### src/rtl/hsg_pkg.sv
`timescale 1ns/1ps
package hsg_pkg;
  typedef enum logic [2:0] {
    S0_IDLE  = 3'd0,
    S1_ADDR  = 3'd1,
    S2_STRB  = 3'd2,
    S3_REL   = 3'd3,
    S4_ABORT = 3'd4,
    S5_STOP  = 3'd5
  } bus_st_e;

  localparam int CNT_W = 3;

  function automatic logic [CNT_W-1:0] op_bytes(input logic [1:0] siz);
    return (siz == 2'b00) ? CNT_W'(4) : {1'b0, siz};
  endfunction
endpackage

### src/rtl/hsg_xfer_track.sv
`timescale 1ns/1ps
module hsg_xfer_track
  import hsg_pkg::*;
#(
  parameter int AW = 24
) (
  input  logic          clk_i,
  input  logic          rst_ni,
  input  logic          start_i,
  input  logic          adv_i,
  input  logic [AW-1:0] addr_i,
  input  logic [1:0]    siz_i,
  input  logic          port8_i,
  output logic [AW-1:0] addr_o,
  output logic [1:0]    siz_o,
  output logic          done_o,
  output logic          word_edge_o
);
  logic [AW-1:0]    base_q;
  logic [CNT_W-1:0] bytes_q, off_q, rem, step, nxt_off;
  logic             port8_q;

  always_comb begin
    rem     = bytes_q - off_q;
    step    = (port8_q || rem == CNT_W'(1)) ? CNT_W'(1) : CNT_W'(2);
    nxt_off = off_q + step;
  end

  always_ff @(posedge clk_i or negedge rst_ni) begin
    if (!rst_ni) begin
      base_q  <= '0;
      bytes_q <= '0;
      off_q   <= '0;
      port8_q <= 1'b0;
    end else if (start_i) begin
      base_q  <= addr_i;
      bytes_q <= op_bytes(siz_i);
      off_q   <= '0;
      port8_q <= port8_i;
    end else if (adv_i) begin
      off_q <= nxt_off;
    end
  end

  // address and size only move at part starts, so a stop freezes them
  assign addr_o      = base_q + AW'(off_q);
  assign siz_o       = rem[1:0];
  assign done_o      = (nxt_off == bytes_q);
  assign word_edge_o = ~nxt_off[0];

  AST_OFF_IN_OPERAND: assert property (@(posedge clk_i) disable iff (!rst_ni)
    off_q <= bytes_q);
endmodule

### src/rtl/hsg_ctl_hold.sv
`timescale 1ns/1ps
module hsg_ctl_hold #(
  parameter int FCW = 3
) (
  input  logic           clk_i,
  input  logic           rst_ni,
  input  logic           start_i,
  input  logic [FCW-1:0] fc_i,
  input  logic           rw_i,
  output logic [FCW-1:0] fc_o,
  output logic           rw_o
);
  always_ff @(posedge clk_i or negedge rst_ni) begin
    if (!rst_ni) begin
      fc_o <= '0;
      rw_o <= 1'b1;
    end else if (start_i) begin
      fc_o <= fc_i;
      rw_o <= rw_i;
    end
  end
endmodule

### src/rtl/hsg_stop_flag.sv
`timescale 1ns/1ps
module hsg_stop_flag (
  input  logic clk_i,
  input  logic rst_ni,
  input  logic sample_i,
  input  logic halt_ni,
  output logic stop_o
);
  always_ff @(posedge clk_i or negedge rst_ni) begin
    if (!rst_ni)       stop_o <= 1'b0;
    else if (sample_i) stop_o <= ~halt_ni;
  end
endmodule

### src/rtl/halt_step_gate.sv
`timescale 1ns/1ps
module halt_step_gate
  import hsg_pkg::*;
#(
  parameter int AW  = 24,
  parameter int FCW = 3
) (
  input  logic           clk_i,
  input  logic           rst_ni,
  input  logic           req_i,
  input  logic           ext_i,
  input  logic [AW-1:0]  addr_i,
  input  logic [FCW-1:0] fc_i,
  input  logic [1:0]     siz_i,
  input  logic           rw_i,
  input  logic           port8_i,
  input  logic           halt_ni,
  input  logic           berr_ni,
  input  logic           dsack_ni,
  output logic           ack_o,
  output logic           berr_exc_o,
  output logic           as_n_o,
  output logic           ds_n_o,
  output logic           data_oe_o,
  output logic [AW-1:0]  addr_o,
  output logic [FCW-1:0] fc_o,
  output logic [1:0]     siz_o,
  output logic           rw_o
);
  bus_st_e st_q, st_d;
  logic    start, adv, done, word_edge, stop_q, take_ack;

  assign take_ack = (st_q == S2_STRB) && berr_ni && !dsack_ni;

  hsg_xfer_track #(.AW(AW)) u_track (
    .clk_i(clk_i), .rst_ni(rst_ni), .start_i(start), .adv_i(adv),
    .addr_i(addr_i), .siz_i(siz_i), .port8_i(port8_i),
    .addr_o(addr_o), .siz_o(siz_o), .done_o(done), .word_edge_o(word_edge)
  );

  hsg_ctl_hold #(.FCW(FCW)) u_hold (
    .clk_i(clk_i), .rst_ni(rst_ni), .start_i(start),
    .fc_i(fc_i), .rw_i(rw_i), .fc_o(fc_o), .rw_o(rw_o)
  );

  hsg_stop_flag u_stop (
    .clk_i(clk_i), .rst_ni(rst_ni), .sample_i(take_ack),
    .halt_ni(halt_ni), .stop_o(stop_q)
  );

  always_comb begin
    st_d  = st_q;
    start = 1'b0;
    adv   = 1'b0;
    unique case (st_q)
      S0_IDLE: if (req_i && ext_i && halt_ni) begin
        st_d  = S1_ADDR;
        start = 1'b1;
      end
      S1_ADDR: st_d = S2_STRB;
      S2_STRB: begin
        if (!berr_ni)       st_d = S4_ABORT;
        else if (!dsack_ni) st_d = S3_REL;
      end
      S3_REL: if (dsack_ni) begin
        if (done) st_d = S0_IDLE;
        else if (stop_q && word_edge) st_d = S5_STOP;
        else begin
          st_d = S1_ADDR;
          adv  = 1'b1;
        end
      end
      S4_ABORT: if (berr_ni && dsack_ni) st_d = S0_IDLE;
      S5_STOP: if (halt_ni) begin
        st_d = S1_ADDR;
        adv  = 1'b1;
      end
      default: st_d = S0_IDLE;
    endcase
  end

  always_ff @(posedge clk_i or negedge rst_ni) begin
    if (!rst_ni) st_q <= S0_IDLE;
    else         st_q <= st_d;
  end

  assign as_n_o     = !(st_q == S1_ADDR || st_q == S2_STRB);
  assign ds_n_o     = !(st_q == S2_STRB);
  // drivers drop in the same clock the stop state is entered
  assign data_oe_o  = !rw_o && (st_q == S1_ADDR || st_q == S2_STRB || st_q == S3_REL);
  assign ack_o      = (req_i && !ext_i) || (st_q == S3_REL && dsack_ni && done);
  assign berr_exc_o = (st_q == S4_ABORT) && berr_ni && dsack_ni;

  AST_IDLE_HELD: assert property (@(posedge clk_i) disable iff (!rst_ni)
    (st_q == S0_IDLE && !halt_ni) |=> (st_q == S0_IDLE));
  AST_STOP_QUIET: assert property (@(posedge clk_i) disable iff (!rst_ni)
    (st_q == S5_STOP) |-> (as_n_o && ds_n_o && !data_oe_o));
  AST_STOP_FROZEN: assert property (@(posedge clk_i) disable iff (!rst_ni)
    (st_q == S5_STOP && $past(st_q) == S5_STOP) |->
      ($stable(addr_o) && $stable(fc_o) && $stable(siz_o) && $stable(rw_o)));
  AST_STOP_ON_WORD: assert property (@(posedge clk_i) disable iff (!rst_ni)
    (st_q == S5_STOP && $past(st_q) == S3_REL) |-> $past(word_edge && stop_q));
  AST_BERR_ABORT: assert property (@(posedge clk_i) disable iff (!rst_ni)
    (st_q == S2_STRB && !berr_ni) |=> (st_q == S4_ABORT && as_n_o && !ack_o));
  AST_INT_PASS: assert property (@(posedge clk_i) disable iff (!rst_ni)
    (req_i && !ext_i) |-> ack_o);
  AST_DS_IN_AS: assert property (@(posedge clk_i) disable iff (!rst_ni)
    !ds_n_o |-> !as_n_o);
  AST_READ_NO_OE: assert property (@(posedge clk_i) disable iff (!rst_ni)
    rw_o |-> !data_oe_o);
endmodule

### config.mk
export PLATFORM = sky130hd
export DESIGN_NAME = halt_step_gate
export DESIGN_NICKNAME = d
export VERILOG_FILES = /design/src/rtl/hsg_pkg.sv /design/src/rtl/hsg_xfer_track.sv /design/src/rtl/hsg_ctl_hold.sv /design/src/rtl/hsg_stop_flag.sv /design/src/rtl/halt_step_gate.sv
export SDC_FILE = /design/constraint.sdc
export NUM_CORES = 1
export LEC_CHECK = 0
export BUFFER_PORTS_ARGS = -buffer_cell sky130_fd_sc_hd__buf_2
export CORE_ASPECT_RATIO = 0.6
export CORE_MARGIN = 5
export CORE_UTILIZATION = 40
export CTS_CLUSTER_SIZE = 8
export DETAILED_ROUTE_END_ITERATION = 10
export PLACE_DENSITY = 0.66
export SLEW_MARGIN = 0
export SYNTH_ARGS = -nofsm -noshare
export SYNTH_HDL_FRONTEND = slang
export SYNTH_SLANG_ARGS = --single-unit
export TNS_END_PERCENT = 30
### constraint.sdc
create_clock -name clk_i -period 4.3 [get_ports clk_i]
set_input_delay 0.86 -clock clk_i [delete_from_list [all_inputs] [get_ports clk_i]]
set_output_delay 0.86 -clock clk_i [all_outputs]
set_load 0.05 [all_outputs]
---- Word-level counts from Yosys, hierarchy flattened ----
Cells that the tools add are included.
storage, ports and cells
  RAM bits ................................ 0
  latch bits .............................. 0
  memories kept ........................... 0
  output and inout port bits .............. 35
  logic and storage cells ................. 70
  flip-flop bits (word level) ............. 39
  ROM bits ................................ 0
  input port bits ......................... 38
cells by class
  divide/modulo/power cells ............... 0
  add/subtract/negate cells ............... 3
  reduce and logical (&&, ||, !) cells .... 25
  magnitude comparators ................... 0
  multiply operators ...................... 0
  eq/ne operators ......................... 12
  shifts and indexed selects .............. 0
  bitwise logic cells ..................... 2
  multiplexer cells ....................... 20
operator list
  cell                                                                   number
  3-bit two-way mux                                                      11
  24-bit by 3-bit adder with 24-bit output                               1
  3-bit case mux with 6 select lines                                     1
  1-bit logical AND                                                      12
  2-bit inequality test, second input constant                           4
  3-bit by 1-bit equality test with 1-bit output, second input constant  2
  3-bit by 2-bit equality test with 1-bit output, second input constant  2
  3-bit equality test, second input constant                             2
  1-bit two-way mux                                                      6
  1-bit zero test                                                        5
  5-bit AND reduction                                                    1
  1-bit logical OR                                                       4
  3-bit adder                                                            1
  3-bit equality test                                                    1
  3-bit zero test                                                        1
  3-bit inequality test, second input constant                           1
  3-bit subtractor                                                       1
  2-bit zero test                                                        1
  2-bit two-way mux                                                      1
  1-bit NOT                                                              2
  1-bit case mux with 2 select lines                                     1
  2-bit nonzero test                                                     1

---- Depth between registers and ports, before layout ----
Gate-level depths: netlist of the first run.
  word-level depth ........................ 13
  depth in mapped cells ................... 12
  depth with buffers taken out ............ 12

---- Modules after synthesis ----
Synthesis of the first run repeated with hierarchy kept, for this count alone.
second synthesis, totals
  cells, all modules ...................... 228
  area total of the unflattened synthesis .. 2,429.8 sq um
modules (own cells, without submodules)
  module          instances  seq. area each (sq um)  cells an instance  area each (sq um)
  hsg_xfer_track  1          775.7                   169                1,868.0
  halt_step_gate  1          75.1                    48                 376.6
  hsg_ctl_hold    1          101.3                   8                  146.4
  hsg_stop_flag   1          25.0                    3                  38.8

---- Worst setup path after synthesis of the first run ----
Ideal clock, no wire load.
  kind .................................... reg-to-output
  from .................................... register u_track.off_q[0]
  to ...................................... output ack_o
  path buffers ............................ 0
  data arrival time ....................... 3.084 ns
  stages on the path, launching flop included .. 12
  data required time ...................... 3.440 ns
  path slack .............................. 0.356 ns
  path through ............................ dfrtp_1 -> ha_1 -> fa_1 -> xnor2_1 -> a31o_2 -> ha_1 -> inv_1 -> fa_1 -> xnor2_1 -> nor3_1 -> nand4_1 -> o21ai_0
on the way
  longest elaborated chain between the ends .. 8
RTL lines
  item                                            line                  source
  start, declared                                 hsg_xfer_track.sv:20  logic [CNT_W-1:0] bytes_q, off_q, rem, step, nxt_off;
  start signal, assigned                          hsg_xfer_track.sv:41  off_q <= nxt_off;
  3-bit subtractor                                hsg_xfer_track.sv:24  rem = bytes_q - off_q;
  3-bit by 1-bit equality test with 1-bit output  hsg_xfer_track.sv:25  step = (port8_q || rem == CNT_W'(1)) ? CNT_W'(1) : CNT_W'(2);
  1-bit logical OR                                hsg_xfer_track.sv:25
  2-bit two-way mux                               hsg_xfer_track.sv:25
  3-bit adder *                                   hsg_xfer_track.sv:26  nxt_off = off_q + step;
  3-bit equality test *                           hsg_xfer_track.sv:48  assign done_o = (nxt_off == bytes_q);
  1-bit logical AND *                             halt_step_gate.sv:91  assign ack_o = (req_i && !ext_i) || (st_q == S3_REL && dsack_ni && done);
  1-bit logical OR *                              halt_step_gate.sv:91
  end, declared                                   halt_step_gate.sv:20  output logic ack_o,
Every way passes the cells marked *; elsewhere a longest branch is shown, timed or not.

---- Worst setup path in the final report of the first run ----
Ends and elaborated chain as after synthesis.

==> reports/qor.yml, run 1 <==
result_of_the_run: "finished, final reports clean"
synth-edff-count: 0
dp.final_hpwl_mm: 4.06
postSynth.asyncResetShare_pct: 100
io_port_bufs: 72
wire_length_of_the_first_global_routing_pass_mm: 8.76
hold_slack_ns: 0.508
die_ht_um: 68.9
grt_overflow: 0
worst_clock_skew_ns: 0.00891
grt_start_max_net_pins: 40
wl_per_cell_um: 14.6
place_area_mm2: 0.00276
tritoncts: "built"
setup.worst_path.start: "u_track.off_q[0]$_DFFE_PN0P_"
drt_pre_antenna_iters: 4
clk_pin_slew_ns: 0.08
timing_hold_violations_final: 0
post_synth_inst_count: 209
num_antenna_cells: 0
syn-num-nets: 255
remaining_drc_errors: 0
io_pins: 73
via_count: 1816
postSynthRegisterBits: 39
synth_seq_area_share_pct: 42.3
num-nets-final: 332
drtIter0Drc: 78
design.die.area_mm2: 0.00745
synth.cell_area_mm2: 0.00231
dp.cells: 356
routability_driven_placement_congestion_ratio: 0.856
layout.cells.most_common_list: "sky130_fd_sc_hd__buf_2, sky130_fd_sc_hd__dfrtp_1, sky130_fd_sc_hd__mux2_2"
layout.cells.most_common: "sky130_fd_sc_hd__buf_2"
die_wd_um: 108
timing.slew.headroom_pct: 37.3
initial_core_util_pct: 41.3
final-max-slew-violation-count: 0
final_layout_size_suffix_gt1_share_pct: 43.9
timing.reg2reg.worst_path_depth: 11
regToRegStartpoint: "u_track.off_q[0]$_DFFE_PN0P_"
clock-root-buffer: "sky130_fd_sc_hd__clkbuf_8"
tightestPinTransition_ns: 0.937
timing.critical_path.fanout_max: 4
core_mm2: 0.00560
post-route-min-period_ns: 4.15
drt_wl_total_mm: 5.35
postSynthAreaPerCell_um2: 11.1
grt_util_all_layers_pct: 15.2
period_share_pct: 96.5
endpoint_type_of_the_worst_setup_path: "output port"
min-delay-path-class: "reg2reg"
worstReg2RegEnd: "u_track.off_q[0]$_DFFE_PN0P_"
synth.lib_cells_used.distinct: 41
ant_nets: 0
required_ns: 3.44
crit_arrival_ns: 3.29
cts_buf_count: 5
number_of_antenna_violations_at_the_first_check_in_global_routing: 0
setup.worst_path.end: "ack_o"
clkLatencyLatePin_ns: 0.29
start_kind: "register"
cts.htree.levels: 2
highest_achievable_clock_rate_mhz: 241
flow.area_growth_from_synthesis_pct: 26.2
final_setup_fails: 0
synth_top_flop_cell: "sky130_fd_sc_hd__dfrtp_1"
vias_per_cell: 4.95
r2r_setup_slack_ns: 0.96
grt_pass1_vias: 1797
cts.sinks: 39
ys.warnings.count: 0
crit_type: "reg2out"
std_cell_rows: 21
final_cell_count_no_fill: 367
layout.cell_area.non_filler_mm2: 0.00292
cap_violations: 0
ctsLongestPathBuffers: 2
## critical path: stages, from the launching register on
cell                      delay, ns
sky130_fd_sc_hd__dfrtp_1       0.43
sky130_fd_sc_hd__ha_1          0.23
sky130_fd_sc_hd__fa_1          0.38
sky130_fd_sc_hd__xnor2_1       0.14
sky130_fd_sc_hd__a31o_2        0.27
sky130_fd_sc_hd__ha_1          0.18
sky130_fd_sc_hd__inv_1         0.06
sky130_fd_sc_hd__fa_2          0.46
sky130_fd_sc_hd__xnor2_2       0.18
sky130_fd_sc_hd__nor3_2        0.25
sky130_fd_sc_hd__nand4_1       0.12
sky130_fd_sc_hd__o21ai_1       0.10
sky130_fd_sc_hd__buf_4         0.21
## what timing repair did
action / in CTS / in global routing
endpoints found under the hold margin: 0 / 0
hold buffers: 0 / 0
resized for setup: 0 / 6
buffers inserted: 0 / 3
setup endpoints to repair: 0 / 1
## flip-flops by register name, summed over array words and instances (netlist names)
| signal | count |
|---|---|
| u_track.base_q | 24 |
| st_q | 3 |
| u_hold.fc_o | 3 |
| u_track.bytes_q | 3 |
| u_track.off_q | 3 |
| u_hold.rw_o | 1 |
| u_stop.stop_o | 1 |
| u_track.port8_q | 1 |
## layer usage
metal  up-vias  track usage [%]  wire length (um)
met5         -                0                 0
li1        892                -                 -
met1       871             22.8              2800
met2        48             21.7              2190
met4         0             2.83                32
met3         5             4.47               338
## kinds of logic (layout without fill, tap and decap cells)
group | count (synthesis) | count (layout) | share of synthesized area (%)
adder cells (fa/ha/maj) | 8 | 8 | 5.30
buffers and inverters | 19 | 97 | 3.14
XOR/XNOR | 28 | 28 | 11.2
AO/OA/AOI/OAI | 20 | 20 | 6.66
flip-flops | 39 | 39 | 42.3
multiplexers | 34 | 34 | 16.5
AND/OR/NAND/NOR | 61 | 61 | 15.0
## cell usage after synthesis, types with 2 or more instances
cell type | instances | share of area, %
sky130_fd_sc_hd__nor2_1 | 6 | 0.97
sky130_fd_sc_hd__ha_1 | 5 | 2.7
sky130_fd_sc_hd__clkbuf_1 | 6 | 0.97
sky130_fd_sc_hd__nor2b_1 | 2 | 0.54
sky130_fd_sc_hd__dfrtp_1 | 38 | 41
sky130_fd_sc_hd__mux2i_1 | 2 | 0.87
sky130_fd_sc_hd__a31oi_1 | 2 | 0.54
sky130_fd_sc_hd__nand3_1 | 7 | 1.5
sky130_fd_sc_hd__and2_1 | 3 | 0.81
sky130_fd_sc_hd__xnor2_1 | 19 | 7.2
sky130_fd_sc_hd__nor3_1 | 4 | 0.87
sky130_fd_sc_hd__fa_1 | 3 | 2.6
sky130_fd_sc_hd__nand2b_1 | 6 | 1.6
sky130_fd_sc_hd__o31ai_1 | 2 | 0.65
sky130_fd_sc_hd__nand4_1 | 10 | 2.7
sky130_fd_sc_hd__inv_1 | 12 | 1.9
sky130_fd_sc_hd__xor2_1 | 8 | 3.0
sky130_fd_sc_hd__nand3b_1 | 2 | 0.65
sky130_fd_sc_hd__and4_1 | 2 | 0.76
sky130_fd_sc_hd__mux2_2 | 32 | 16
sky130_fd_sc_hd__nand2_1 | 12 | 1.9
sky130_fd_sc_hd__and3_1 | 3 | 0.81
sky130_fd_sc_hd__a21oi_1 | 3 | 0.65
sky130_fd_sc_hd__o21ai_0 | 3 | 0.65
## how the worst min path moves through the flow
| stage | from | end | slack, ns | cells past startpoint |
|---|---|---|---|---|
| 2_1_floorplan | u_stop.stop_o$_DFFE_PN0P_ | u_stop.stop_o$_DFFE_PN0P_ | 0.47 | 2 |
| 3_3_place_gp | u_hold.fc_o[1]$_DFFE_PN0P_ | u_hold.fc_o[1]$_DFFE_PN0P_ | 0.48 | 1 |
| 3_5_place_dp | u_hold.fc_o[0]$_DFFE_PN0P_ | u_hold.fc_o[0]$_DFFE_PN0P_ | 0.49 | 1 |
| 4_1_cts | u_hold.fc_o[2]$_DFFE_PN0P_ | u_hold.fc_o[2]$_DFFE_PN0P_ | 0.51 | 1 |
| 5_1_grt | u_track.port8_q$_DFFE_PN0P_ | u_track.port8_q$_DFFE_PN0P_ | 0.54 | 1 |
| 6_report | u_hold.fc_o[2]$_DFFE_PN0P_ | u_hold.fc_o[2]$_DFFE_PN0P_ | 0.51 | 1 |
## per-stage QoR
step                setup TNS [ns]  setup WS [ns]  utilization (%)
finish                           0          0.148             52.1
global route               -0.0136        -0.0136             52.1
CTS                              0        0.00591             51.4
detailed placement               0          0.339             49.3
global placement                 0          0.422             49.3
floorplan                        0          0.356                -
## area by class of cell
| class | instances | area [um2] |
|---|---|---|
| clock buffers | 6 | 82.6 |
| multi-input cells | 151 | 1280 |
| inverters | 12 | 45.0 |
| fillers | 524 | 2680 |
| well taps | 80 | 100 |
| flip-flops and latches | 39 | 977 |
| repair buffers | 77 | 400 |
| clock inverters | 2 | 35.0 |
Power of run 1 is not shown: default switching activity piles up to over one toggle a cycle in this logic, so the estimate is an artifact.
==> inputs of run 2 (changes only) <==
--- a/config.mk
+++ b/config.mk
@@ -11,6 +11,8 @@
 export CORE_UTILIZATION = 40
 export CTS_CLUSTER_SIZE = 8
 export DETAILED_ROUTE_END_ITERATION = 10
+export HOLD_SLACK_MARGIN = 0.06
+export MAX_ROUTING_LAYER = met4
 export PLACE_DENSITY = 0.66
 export SLEW_MARGIN = 0
 export SYNTH_ARGS = -nofsm -noshare
==> run 2 against run 1 <==
Worst setup slack got worse by 0.0028 ns. Non-clock buffer count is the same. Final cell count unchanged. Sequential share of layout area unchanged. Register-to-register slack is essentially flat. Utilization did not move. Maximum frequency barely moved. Hold slack barely moved. Via count is 0.22% higher. First-iteration DRC count is 10% lower. Critical path type unchanged. Critical endpoint unchanged. Highest routed layer unchanged.
==> reports/qor.yml, run 2 (synthesis results as in run 1) <==
crit_arrival_ns: 3.29
grt_start_max_net_pins: 40
post-route-min-period_ns: 4.15
layout.cell_area.non_filler_mm2: 0.00292
die_wd_um: 108
worst_hold_path.num_cells: 1
cap_violations: 0
grt_pass1_vias: 1797
endpoint_type_of_the_worst_setup_path: "output port"
timing.slew.headroom_pct: 37.6
design.die.area_mm2: 0.00745
layout.cells.most_common_list: "sky130_fd_sc_hd__buf_2, sky130_fd_sc_hd__dfrtp_1, sky130_fd_sc_hd__mux2_2"
worstReg2RegEnd: "u_track.off_q[0]$_DFFE_PN0P_"
biggest_register: "u_track.base_q"
timing_hold_violations_final: 0
cts.htree.levels: 2
std_cell_rows: 21
hold_slack_ns: 0.508
result_of_the_run: "finished, final reports clean"
worst_clock_skew_ns: 0.0100
cp_cell_sequence: "ha_1 > fa_1 > xnor2_1 > a31o_2 > ha_1 > inv_1 > fa_2 > xnor2_2 > nor3_2 > nand4_1 > o21ai_1 > buf_4"
number_of_antenna_violations_at_the_first_check_in_global_routing: 0
layout.cells.most_common: "sky130_fd_sc_hd__buf_2"
drt_pre_antenna_iters: 4
place_area_mm2: 0.00276
grt_overflow: 0
initial_core_util_pct: 41.3
clkLatencyLatePin_ns: 0.29
final-max-slew-violation-count: 0
ant_nets: 0
crit_type: "reg2out"
highest_achievable_clock_rate_mhz: 241
io_port_bufs: 72
setup-tns-final_ns: 0
drtIter0Drc: 70
final_setup_fails: 0
tritoncts: "built"
clock-root-buffer: "sky130_fd_sc_hd__clkbuf_8"
r2r_setup_slack_ns: 0.96
core_mm2: 0.00560
cts_buf_count: 5
num-nets-final: 332
wl_per_cell_um: 14.6
min-delay-path-class: "reg2reg"
critPathMaxStageDelay_ns: 0.46
num_antenna_cells: 0
dp.final_hpwl_mm: 4.06
required_ns: 3.44
timing.critical_path.fanout_max: 4
timing.reg2reg.worst_path_depth: 11
clk_pin_slew_ns: 0.08
cts.sinks: 39
largest_reg_flops: 24
wire_length_of_the_first_global_routing_pass_mm: 8.76
final_cell_count_no_fill: 367
start_kind: "register"
hold_start: "u_hold.fc_o[2]$_DFFE_PN0P_"
period_share_pct: 96.6
vias_per_cell: 4.96
ctsLongestPathBuffers: 2
final_layout_size_suffix_gt1_share_pct: 43.9
crit_path_frequent_cell: "sky130_fd_sc_hd__ha_1"
via_count: 1820
worst_hold_end: "u_hold.fc_o[2]$_DFFE_PN0P_"
critPathSlowestCell: "sky130_fd_sc_hd__fa_2"
tightestPinTransition_ns: 0.933
routability_driven_placement_congestion_ratio: 0.870
remaining_drc_errors: 0
flow.area_growth_from_synthesis_pct: 26.2
die_ht_um: 68.9
io_pins: 73
drt_wl_total_mm: 5.35
dp.cells: 356
regToRegStartpoint: "u_track.off_q[0]$_DFFE_PN0P_"
grt_util_all_layers_pct: 15.6
## run 2: cell counts in the layout (fill, tap and decap cells not counted)
No cell type changed its count.
## run 2: metal layers
layer	share of wire, %	track usage, %	up-vias
met4	0.58	2.83	0
met5	0	-	-
met3	6.1	3.72	5
met2	41	21.7	54
li1	-	-	896
met1	52	23.3	865
## run 2: stage by stage
step	worst slack [ns]	util (%)
final	0.146	52.1
after global routing	-0.0136	52.1
after CTS	0.00591	51.4
after detailed placement	0.339	49.3
after global placement	0.422	49.3
after floorplan	0.356	-
## run 2: what timing repair did
action,4_1_cts,5_1_grt
gates resized for setup,0,6
endpoints found under the setup margin,0,1
hold buffers,0,0
setup buffers,0,3
endpoints found under the hold margin,0,0
## run 2: cell type report
| cell class | count | area [um2] |
|---|---|---|
| Fill cell | 524 | 2680 |
| Clock buffer | 6 | 82.6 |
| Multi-Input combinational cell | 151 | 1280 |
| Sequential cell | 39 | 977 |
| Timing Repair Buffer | 77 | 400 |
| Clock inverter | 2 | 35.0 |
| Inverter | 12 | 45.0 |
| Tap cell | 80 | 100 |
## run 2: worst max-delay path by stage
| stage | start | cells past startpoint | endpoint |
|---|---|---|---|
| floorplan | u_track.off_q[0]$_DFFE_PN0P_ | 11 | ack_o |
| global placement | u_track.off_q[0]$_DFFE_PN0P_ | 12 | ack_o |
| detailed placement | u_track.off_q[0]$_DFFE_PN0P_ | 12 | ack_o |
| CTS | u_track.off_q[0]$_DFFE_PN0P_ | 12 | ack_o |
| global route | u_track.off_q[0]$_DFFE_PN0P_ | 12 | ack_o |
| finish | u_track.off_q[0]$_DFFE_PN0P_ | 12 | ack_o |
## run 2: critical path, delay by kind of cell (launching register included)
family / cells / cell delay, ns
xor gates and xnor gates: 2 / 0.32
DFF: 1 / 0.43
AOI/OAI and AO/OA: 2 / 0.37
adders and majority gates: 4 / 1.25
and+or+nand+nor: 2 / 0.37
buffers and inverters: 2 / 0.27
Power of run 2 is left out for the same reason.
